--- src/rtl/cswm_pkg.sv ---
package cswm_pkg;
  typedef enum logic [2:0] {
    K_IO_RD  = 3'd0,
    K_IO_WR  = 3'd1,
    K_MEM_RD = 3'd2,
    K_MEM_WR = 3'd3,
    K_FETCH  = 3'd4,
    K_OTH5   = 3'd5,
    K_OTH6   = 3'd6,
    K_OTH7   = 3'd7
  } cyc_kind_e;

  typedef enum logic [1:0] {
    SRC_CPU   = 2'd0,
    SRC_DMA   = 2'd1,
    SRC_RFSH  = 2'd2,
    SRC_OTHER = 2'd3
  } cyc_src_e;

  typedef enum logic [1:0] {
    ST_IDLE = 2'd0,
    ST_RUN  = 2'd1,
    ST_FIN  = 2'd2
  } seq_state_e;

  function automatic logic kind_is_mem(input logic [2:0] k);
    return (k == K_MEM_RD) || (k == K_MEM_WR) || (k == K_FETCH);
  endfunction

  function automatic logic kind_is_io(input logic [2:0] k);
    return (k == K_IO_RD) || (k == K_IO_WR);
  endfunction
endpackage

--- src/rtl/cswm_cfg.sv ---
module cswm_cfg #(
  parameter int N_REG = 4,
  parameter int WSW   = 4,
  parameter int BW    = 10,
  localparam int SELW  = (N_REG > 1) ? $clog2(N_REG) : 1,
  localparam int CFG_W = 3 + WSW + 2 * BW
) (
  input  logic                          clk,
  input  logic                          rst,
  input  logic                          we,
  input  logic [SELW-1:0]               sel,
  input  logic [CFG_W-1:0]              data,
  output logic [N_REG-1:0]              en,
  output logic [N_REG-1:0]              is_mem,
  output logic [N_REG-1:0]              need_rdy,
  output logic [N_REG-1:0][WSW-1:0]     wt,
  output logic [N_REG-1:0][BW-1:0]      lo,
  output logic [N_REG-1:0][BW-1:0]      hi
);
  localparam int WT_LSB = 3;
  localparam int LO_LSB = WT_LSB + WSW;
  localparam int HI_LSB = LO_LSB + BW;

  for (genvar g = 0; g < N_REG; g++) begin : g_win
    logic hit_sel;
    assign hit_sel = we && (sel == SELW'(g));
    always_ff @(posedge clk) begin
      if (rst) begin
        en[g]       <= 1'b0;
        is_mem[g]   <= 1'b0;
        need_rdy[g] <= 1'b0;
        wt[g]       <= '0;
        lo[g]       <= '0;
        hi[g]       <= '0;
      end else if (hit_sel) begin
        en[g]       <= data[0];
        is_mem[g]   <= data[1];
        need_rdy[g] <= data[2];
        wt[g]       <= data[LO_LSB-1:WT_LSB];
        lo[g]       <= data[HI_LSB-1:LO_LSB];
        hi[g]       <= data[CFG_W-1:HI_LSB];
      end
    end
  end
endmodule

--- src/rtl/cswm_decode.sv ---
module cswm_decode
  import cswm_pkg::*;
#(
  parameter int N_REG  = 4,
  parameter int AW     = 20,
  parameter int IO_AW  = 16,
  parameter int MEM_LG = 10,
  parameter int IO_LG  = 6,
  parameter int BW     = 10
) (
  input  logic [AW-1:0]             addr,
  input  logic [2:0]                kind,
  input  logic [1:0]                src,
  input  logic [N_REG-1:0]          en,
  input  logic [N_REG-1:0]          is_mem,
  input  logic [N_REG-1:0][BW-1:0]  lo,
  input  logic [N_REG-1:0][BW-1:0]  hi,
  output logic [N_REG-1:0]          hit,
  output logic                      resv
);
  localparam logic [IO_AW-4:0] RSV_TAG = (IO_AW-3)'(31);

  logic [BW-1:0] mkey, ikey;
  logic          mem_cyc, io_cyc, src_ok;
  logic          unused_low;

  assign mkey       = BW'(addr[AW-1:MEM_LG]);
  assign ikey       = BW'(addr[IO_AW-1:IO_LG]);
  assign mem_cyc    = kind_is_mem(kind);
  assign io_cyc     = kind_is_io(kind);
  assign src_ok     = (src != SRC_OTHER);
  assign resv       = io_cyc && (addr[IO_AW-1:3] == RSV_TAG);
  assign unused_low = ^addr[2:0];

  for (genvar g = 0; g < N_REG; g++) begin : g_cmp
    logic [BW-1:0] key;
    logic          space_ok;
    assign key      = is_mem[g] ? mkey : ikey;
    assign space_ok = is_mem[g] ? mem_cyc : io_cyc;
    assign hit[g]   = en[g] && space_ok && src_ok && (key >= lo[g]) && (key <= hi[g]);
  end
endmodule

--- src/rtl/cswm_merge.sv ---
module cswm_merge #(
  parameter int N_REG = 4,
  parameter int WSW   = 4
) (
  input  logic [N_REG-1:0]          hit,
  input  logic [N_REG-1:0]          need_rdy,
  input  logic [N_REG-1:0][WSW-1:0] wt,
  output logic [WSW-1:0]            wt_out,
  output logic                      rdy_out
);
  logic [WSW-1:0] mx, mn;
  logic           any_rdy;

  always_comb begin
    mx      = '0;
    mn      = '1;
    any_rdy = 1'b0;
    for (int i = 0; i < N_REG; i++) begin
      if (hit[i]) begin
        if (wt[i] > mx) mx = wt[i];
        if (wt[i] < mn) mn = wt[i];
        if (need_rdy[i]) any_rdy = 1'b1;
      end
    end
  end

  assign rdy_out = any_rdy;
  assign wt_out  = any_rdy ? mn : mx;
endmodule

--- src/rtl/cswm_seq.sv ---
module cswm_seq
  import cswm_pkg::*;
#(
  parameter int N_REG = 4,
  parameter int WSW   = 4
) (
  input  logic             clk,
  input  logic             rst,
  input  logic             start,
  input  logic [N_REG-1:0] hit,
  input  logic [WSW-1:0]   wt,
  input  logic             rdy_mode,
  input  logic             resv,
  input  logic             bus_rdy,
  output logic [N_REG-1:0] cs_n,
  output logic             done,
  output logic             resv_q,
  output logic             busy,
  output logic             rdy_q
);
  seq_state_e     st;
  logic [WSW-1:0] cnt;

  always_ff @(posedge clk) begin
    if (rst) begin
      st     <= ST_IDLE;
      cnt    <= '0;
      cs_n   <= '1;
      done   <= 1'b0;
      resv_q <= 1'b0;
      rdy_q  <= 1'b0;
    end else begin
      unique case (st)
        ST_IDLE: if (start) begin
          cs_n   <= ~hit;
          cnt    <= wt;
          rdy_q  <= rdy_mode;
          resv_q <= resv;
          st     <= ST_RUN;
        end
        ST_RUN: begin
          if (cnt != '0) begin
            cnt <= cnt - 1'b1;
          end else if (!rdy_q || bus_rdy) begin
            done <= 1'b1;
            st   <= ST_FIN;
          end
        end
        ST_FIN: begin
          done   <= 1'b0;
          cs_n   <= '1;
          resv_q <= 1'b0;
          rdy_q  <= 1'b0;
          st     <= ST_IDLE;
        end
        default: st <= ST_IDLE;
      endcase
    end
  end

  assign busy = (st != ST_IDLE);
endmodule

--- src/rtl/cs_wait_merge.sv ---
module cs_wait_merge #(
  parameter int N_REG  = 4,
  parameter int AW     = 20,
  parameter int IO_AW  = 16,
  parameter int MEM_LG = 10,
  parameter int IO_LG  = 6,
  parameter int WSW    = 4,
  localparam int MBW   = AW - MEM_LG,
  localparam int IBW   = IO_AW - IO_LG,
  localparam int BW    = (MBW > IBW) ? MBW : IBW,
  localparam int SELW  = (N_REG > 1) ? $clog2(N_REG) : 1,
  localparam int CFG_W = 3 + WSW + 2 * BW
) (
  input  logic             clk,
  input  logic             rst,
  input  logic             cfg_we,
  input  logic [SELW-1:0]  cfg_sel,
  input  logic [CFG_W-1:0] cfg_data,
  input  logic             cyc_start,
  input  logic [AW-1:0]    cyc_addr,
  input  logic [2:0]       cyc_kind,
  input  logic [1:0]       cyc_src,
  input  logic             bus_rdy,
  output logic [N_REG-1:0] cs_n,
  output logic             cyc_done,
  output logic             io_resv_hit
);
  logic [N_REG-1:0]          en, is_mem, need_rdy, hit;
  logic [N_REG-1:0][WSW-1:0] wt;
  logic [N_REG-1:0][BW-1:0]  lo, hi;
  logic [WSW-1:0]            m_wt;
  logic                      m_rdy, resv, busy, rdy_hold;

  cswm_cfg #(.N_REG(N_REG), .WSW(WSW), .BW(BW)) u_cfg (
    .clk(clk), .rst(rst), .we(cfg_we), .sel(cfg_sel), .data(cfg_data),
    .en(en), .is_mem(is_mem), .need_rdy(need_rdy), .wt(wt), .lo(lo), .hi(hi)
  );

  cswm_decode #(.N_REG(N_REG), .AW(AW), .IO_AW(IO_AW), .MEM_LG(MEM_LG),
                .IO_LG(IO_LG), .BW(BW)) u_dec (
    .addr(cyc_addr), .kind(cyc_kind), .src(cyc_src), .en(en), .is_mem(is_mem),
    .lo(lo), .hi(hi), .hit(hit), .resv(resv)
  );

  cswm_merge #(.N_REG(N_REG), .WSW(WSW)) u_mrg (
    .hit(hit), .need_rdy(need_rdy), .wt(wt), .wt_out(m_wt), .rdy_out(m_rdy)
  );

  cswm_seq #(.N_REG(N_REG), .WSW(WSW)) u_seq (
    .clk(clk), .rst(rst), .start(cyc_start), .hit(hit), .wt(m_wt),
    .rdy_mode(m_rdy), .resv(resv), .bus_rdy(bus_rdy), .cs_n(cs_n),
    .done(cyc_done), .resv_q(io_resv_hit), .busy(busy), .rdy_q(rdy_hold)
  );
endmodule

--- config.mk ---
export PLATFORM = sky130hd
export DESIGN_NAME = cs_wait_merge
export DESIGN_NICKNAME = d
export VERILOG_FILES = /design/src/rtl/cswm_pkg.sv /design/src/rtl/cswm_cfg.sv /design/src/rtl/cswm_decode.sv /design/src/rtl/cswm_merge.sv /design/src/rtl/cswm_seq.sv /design/src/rtl/cs_wait_merge.sv
export SDC_FILE = /design/constraint.sdc
export NUM_CORES = 1
export LEC_CHECK = 0
export BUFFER_PORTS_ARGS = -buffer_cell sky130_fd_sc_hd__buf_2
export CAP_MARGIN = 20
export CORE_MARGIN = 2
export CORE_UTILIZATION = 42
export DETAILED_ROUTE_END_ITERATION = 8
export PLACE_DENSITY_LB_ADDON = 0.1
export SYNTH_ARGS = -nofsm -noshare
export SYNTH_HDL_FRONTEND = slang
export SYNTH_SLANG_ARGS = --single-unit
--- constraint.sdc ---
create_clock -name clk -period 7.3 [get_ports clk]
set_clock_uncertainty 0.05 [all_clocks]
set_input_delay 0 -clock clk [delete_from_list [all_inputs] [get_ports clk]]
set_output_delay 0 -clock clk [all_outputs]
set_load 0.005 [all_outputs]
==> impl_metrics.py, run 1 <==
metrics = {
    "yosys": {
        "yosysSeqAreaShare": 0.2988,
        "synth-adder-area-share": 0.1636,
        "yosys-top-cells-area": "dfxtp_1, ha_1, nand2_1",
        "synth_fp_nets": 1206,
        "muxShareOfSynthArea": 0.06976,
        "synth.top_cell.area_share": 0.2988,
        "synth_xor_area_frac": 0.003241,
        "synth_edf_count": 0,
        "synth.distinct_cells": 72,
        "yosys_warnings": 0,
        "synth-main-ff-cell": "dfxtp_1",
        "ys_ff_latch": 121,
        "synthCells": 1041,
        "syn_area_um2": 8107,
        "synth-simple-area-share": 0.1994,
        "synthArstFlopShare": 0,
        "synth_top_family_by_area": "simple AND/OR/NAND/NOR gates",
        "synth_top_area_cell": "dfxtp_1",
        "avgSynthCellArea_um2": 7.787,
        "synth-compound-area-share": 0.1935,
    },
    "sta": {
        "worst_pin_slew_ns": 1.037,
        "final_max_slew_viol_count": 0,
        "hold_viol": 0,
        "fin_crit_sh": 0.9322,
        "fmaxAchievable_mhz": 147.0,
        "setup_viol": 0,
        "fin_crit_ns": 6.805,
        "max-slew-margin-rel": 0.3083,
    },
    "flow_run": {
        "drv_cap": 0,
    },
    "grt": {
        "antenna_found_initial": 0,
        "grt_pass1_wl_um": 38890,
        "overflow": 0,
        "grt_pass1_vias": 7174,
        "track_usage": 0.2513,
        "grt_start_max_net_pins": 94,
    },
    "min_path": {
        "hold_class": "in2reg",
    },
    "route": {
        "drc": 0,
        "drt_wl_total_um": 24800,
        "avgRoutedWirePerCell_um": 17.75,
        "drtIter0Drc": 411,
        "postRouteAntennaNets": 0,
        "via_per_inst": 5.317,
        "drt_pass1_iterations": 5,
        "vias": 7428,
    },
    "pwr": {
        "vdd_drop_max_uv": 157.0,
        "finalPower_w": 0.001918,
        "p_per_area_nw_per_um2": 198.5,
        "leakagePower_nw": 3.723,
    },
    "cells_and_area": {
        "area_growth_pct": 19.19,
        "fillCellCount": 1860,
        "fin_nets": 1290,
        "finalNonFillerCells": 1397,
        "final_area_um2": 9662,
        "antenna_cells": 0,
        "drive_gt1_frac": 0.1557,
    },
    "die": {
        "core_area_um2": 18830,
        "die-area_um2": 20430,
        "rows": 50,
        "die_w_um": 142.9,
        "die_y_um": 142.9,
        "initial_core_util": 0.4305,
        "pin_count": 65,
    },
    "clocking": {
        "cts_max_level": 4,
        "path_clk_slew_ns": 0.05,
        "cts_buffers": 17,
        "cts_sinks": 121,
        "cts_tree": "yes",
        "cts-root-buf": "clkbuf_16",
        "clock_path_buffers": 2,
        "clock_latency_ns": 0.42,
    },
    "critical_path": {
        "path_class": "reg2reg",
        "worstSetupStartpointType": "flip-flop",
        "cp-end-kind": "flip-flop",
        "critPathMaxStageDelay_ns": 0.39,
        "slowest_stage": "dfxtp_4",
        "crit_top_cell": "ha_1",
        "worst-path-max-fanout": 7,
        "cp_data_required_time_ns": 7.56,
        "worstPathArrival_ns": 7.07,
    },
    "place": {
        "dp_hpwl_um": 17920,
        "place_congestion": 0.9216,
        "placedInstanceArea_um2": 8662,
        "portBuffers": 61,
        "dp.cells": 1330,
    },
    "run_status": {
        "status": "finished clean",
    },
}
## cells in the mapped netlist (7+ instances only)
cell,instances
a211oi_1,9
a21o_1,8
a21oi_1,136
clkbuf_1,36
dfxtp_1,121
ha_1,106
inv_1,108
mux2_2,44
mux2i_1,7
nand2_1,245
nand2b_1,14
nand3_1,11
nand4_1,10
nor2_1,24
nor2b_1,8
nor3_1,11
o211ai_1,7
o21ai_0,18
o21ai_1,9
## layer usage
layer / GRT usage / wire length [um]
met3: 0.03421 / 1027
met2: 0.4364 / 12000
met4: 0.08494 / 559
met1: 0.3198 / 11210
met5: 0 / 0
## worst paths after layout
path / depth (start not counted) / from / slack [ns] / endpoint
min: 4 / bus_rdy / 0.007 / u_seq.done
max: 35 / u_cfg.is_mem[0] / 0.49 / u_seq.cnt[1]
min reg2reg: 2 / u_cfg.lo[24] / 0.40 / u_cfg.lo[24]
max reg2reg: 35 / u_cfg.is_mem[0] / 0.49 / u_seq.cnt[1]
## where the power goes
group | switching, W | internal [W]
Combinational | 0.000201 | 0.000141
Sequential | 0.0000214 | 0.000689
Clock | 0.000304 | 0.000561
Total | 0.000527 | 0.00139
## placed cells by master, fill, tap and decap left out, drive strengths merged, types with 3 or more instances in the layout
master       count
a21o             8
or2              3
nand2b          14
o211ai           9
buf             76
mux2            44
a221oi           3
mux2i            7
o21bai           3
a22o             3
nor3            12
nand3           11
nor2            24
a211oi          10
a211o            3
a311oi           4
o21a             5
and3             5
and2             4
inv            108
o31ai            3
a2111oi          4
dlygate4sd3     33
a21oi          137
nand2          245
o21ai           28
a31oi            6
a221o            4
nor2b            8
dfxtp          121
clkinv           3
o2111ai          3
or3              5
o22ai            3
bufinv           3
nor4             4
nor3b            4
ha             106
nand4           10
clkbuf          24
## area by class of cell
cell class / instances / area [um^2] / share of cell area
multi-input cells: 768 / 5156 / 0.5337
flip-flops and latches: 121 / 2426 / 0.2511
clock buffers: 24 / 481.7 / 0.04986
well taps: 260 / 325.3 / 0.03367
inverters: 108 / 405.4 / 0.04196
clock inverters: 7 / 116.4 / 0.01204
repair buffers: 109 / 750.7 / 0.07770
## flip-flops by register name (all words and copies together), names as in the netlist
register / cells
u_cfg.wt: 16
u_seq.st: 2
u_cfg.en: 4
u_seq.done: 1
u_cfg.lo: 40
u_cfg.hi: 40
u_seq.resv_q: 1
u_cfg.need_rdy: 4
u_cfg.is_mem: 4
u_seq.cnt: 4
u_seq.rdy_q: 1
u_seq.cs_n: 4
## critical path, delay by kind of cell (launching register included)
kind            cells  cell delay (ns)
flops               1             0.39
compound gates     17             3.08
buf+inv             3             0.30
mux                 2             0.57
fa+ha+maj           4             1.14
simple gates        9             1.20
## metrics by stage
step | setup TNS [ns] | worst slack (ns) | util | hold WS (ns)
floorplan | 0 | 0.5120 | - | 0.08596
global placement | 0 | 0.2095 | 0.4600 | 0.2362
detailed placement | 0 | 0.02052 | 0.4600 | 0.2416
CTS | 0 | 0.06543 | 0.5096 | 0.002962
global route | -0.003613 | -0.003613 | 0.5131 | 0.05552
finish | 0 | 0.4950 | 0.5131 | 0.007418
## cell families (layout without fill, tap and decap cells)
kind of cell | after synthesis | count (layout)
AOI/OAI and AO/OA | 250 | 250
DFF | 121 | 121
adders and majority gates | 106 | 106
and+or+nand+nor | 358 | 358
muxes | 51 | 51
buffers and inverters | 152 | 248
xor gates and xnor gates | 3 | 3
## repair_timing
| action | CTS | global route |
|---|---|---|
| setup endpoints to repair | 1 | 4 |
| hold endpoints to repair | 113 | 0 |
| hold buffers | 33 | 0 |
| gates resized for setup | 1 | 15 |
| pin swaps | 0 | 3 |
| buffers inserted | 0 | 3 |
Note: power is estimated with default switching activity, not from simulation.
==> inputs of run 2 (changes only) <==
==> constraint.sdc (replaced) <==
create_clock -name clk -period 7.3 [get_ports clk]
set_clock_uncertainty 0.05 [all_clocks]
set_input_delay 0.73 -clock clk [delete_from_list [all_inputs] [get_ports clk]]
set_output_delay 0.73 -clock clk [all_outputs]
set_load 0.005 [all_outputs]
==> impl_metrics.py, run 2 (synthesis results as in run 1) <==
metrics = {
    "clocking": {
        "cts_buffers": 17,
        "cts_tree": "yes",
        "cts_max_level": 4,
        "hold_buffers": 0,
        "clock_latency_ns": 0.43,
        "path_clk_slew_ns": 0.06,
        "clock_path_buffers": 2,
        "cts_sinks": 121,
        "cts-root-buf": "clkbuf_16",
    },
    "route": {
        "drt_wl_total_um": 24750,
        "avgRoutedWirePerCell_um": 17.94,
        "drtIter0Drc": 387,
        "vias": 7228,
        "postRouteAntennaNets": 0,
        "via_per_inst": 5.241,
        "drc": 0,
        "drt_pass1_iterations": 5,
    },
    "die": {
        "core_area_um2": 18830,
        "initial_core_util": 0.4305,
        "die_y_um": 142.9,
        "die-area_um2": 20430,
        "rows": 50,
        "pin_count": 65,
        "die_w_um": 142.9,
    },
    "critical_path": {
        "reg2reg_slack_ns": 0.44,
        "worstSetupStartpointType": "flip-flop",
        "path_class": "reg2reg",
        "critPathMaxStageDelay_ns": 0.42,
        "cp-end-kind": "flip-flop",
        "cp_data_required_time_ns": 7.57,
        "worstPathArrival_ns": 7.13,
        "crit_top_cell": "ha_1",
        "worst-path-max-fanout": 8,
        "slowest_stage": "dfxtp_2",
    },
    "grt": {
        "antenna_found_initial": 0,
        "grt_pass1_wl_um": 38540,
        "overflow": 0,
        "track_usage": 0.2519,
        "grt_start_max_net_pins": 88,
        "grt_pass1_vias": 6868,
    },
    "sta": {
        "worst_pin_slew_ns": 0.9936,
        "max-slew-margin-rel": 0.3376,
        "fmaxAchievable_mhz": 145.8,
        "fin_crit_sh": 0.9398,
        "hold_viol": 0,
        "setup_tns_ns": 0,
        "fin_crit_ns": 6.861,
        "final_max_slew_viol_count": 0,
        "setup_viol": 0,
        "setup_ws_ns": 0.4394,
    },
    "cells_and_area": {
        "antenna_cells": 0,
        "fin_nets": 1271,
        "reg.largest.list": "u_cfg.hi x40, u_cfg.lo x40, u_cfg.wt x16",
        "drive_gt1_frac": 0.1698,
        "finalNonFillerCells": 1379,
        "mostFrequentLayoutCells": "nand2_1, a21oi_1, dfxtp_1, inv_1, ha_1",
        "mostFrequentLayoutCell": "nand2_1",
        "area_growth_pct": 16.01,
    },
    "min_path": {
        "hold_class": "reg2reg",
    },
    "place": {
        "place_congestion": 0.9028,
        "pre_cts_ws_ns": -0.1183,
        "portBuffers": 61,
        "dp_hpwl_um": 18220,
        "dp.cells": 1346,
    },
    "pwr": {
        "vdd_drop_max_uv": 165.8,
        "leakagePower_nw": 3.637,
        "p_per_area_nw_per_um2": 201.7,
        "finalPower_w": 0.001897,
    },
    "flow_run": {
        "drv_cap": 0,
    },
    "run_status": {
        "status": "finished clean",
    },
}
## run 2: worst paths after layout
check	startpoint	endpoint	depth (start not counted)
max	u_cfg.is_mem[0]	u_seq.cnt[1]	35
min	u_cfg.need_rdy[1]	u_cfg.need_rdy[1]	2
max reg2reg	u_cfg.is_mem[0]	u_seq.cnt[1]	35
min reg2reg	u_cfg.need_rdy[1]	u_cfg.need_rdy[1]	2
## run 2: what timing repair did
item                                    CTS  global route
endpoints found under the setup margin    0             4
gates resized for setup                   0             7
buffers inserted                          0             1
## run 2: layout make-up
class,instances,area (um^2)
Inverter,108,405.4
Timing Repair Buffer,90,525.5
Clock buffer,19,452.9
Clock inverter,13,143.9
Multi-Input combinational cell,768,5127
Tap cell,260,325.3
Fill cell,1912,9427
Sequential cell,121,2424
## run 2: worst max-delay path, delay by kind of cell (launching register included)
kind	cells	cell delay, ns
adders and majority gates	4	1.10
muxes	2	0.60
DFF	1	0.42
and+or+nand+nor	11	1.64
buffers and inverters	3	0.32
AOI/OAI and AO/OA	15	2.61
## run 2: per-stage QoR
stage	utilization	instance area, um^2	hold WS [ns]
after CTS	0.4981	9379	0.4054
after global placement	0.4664	8782	0.3924
final	0.4994	9404	0.4038
after floorplan	-	8107	0.3819
after detailed placement	0.4664	8782	0.3963
after global routing	0.4994	9404	0.4155
## run 2: per-layer routing
metal  GRT usage  vias to the layer above  share of wire
li1            -                     3733              -
met1      0.3329                     3322           0.46
met5           0                        -              0
met3     0.04628                       27          0.041
met2      0.4248                      146           0.48
met4     0.06201                        0          0.016
## run 2: where the power goes
part,internal (W),leakage (nW),switching [W]
clock network,0.000522,0.282,0.000331
registers,0.000689,0.984,0.0000222
logic,0.000133,2.37,0.000200
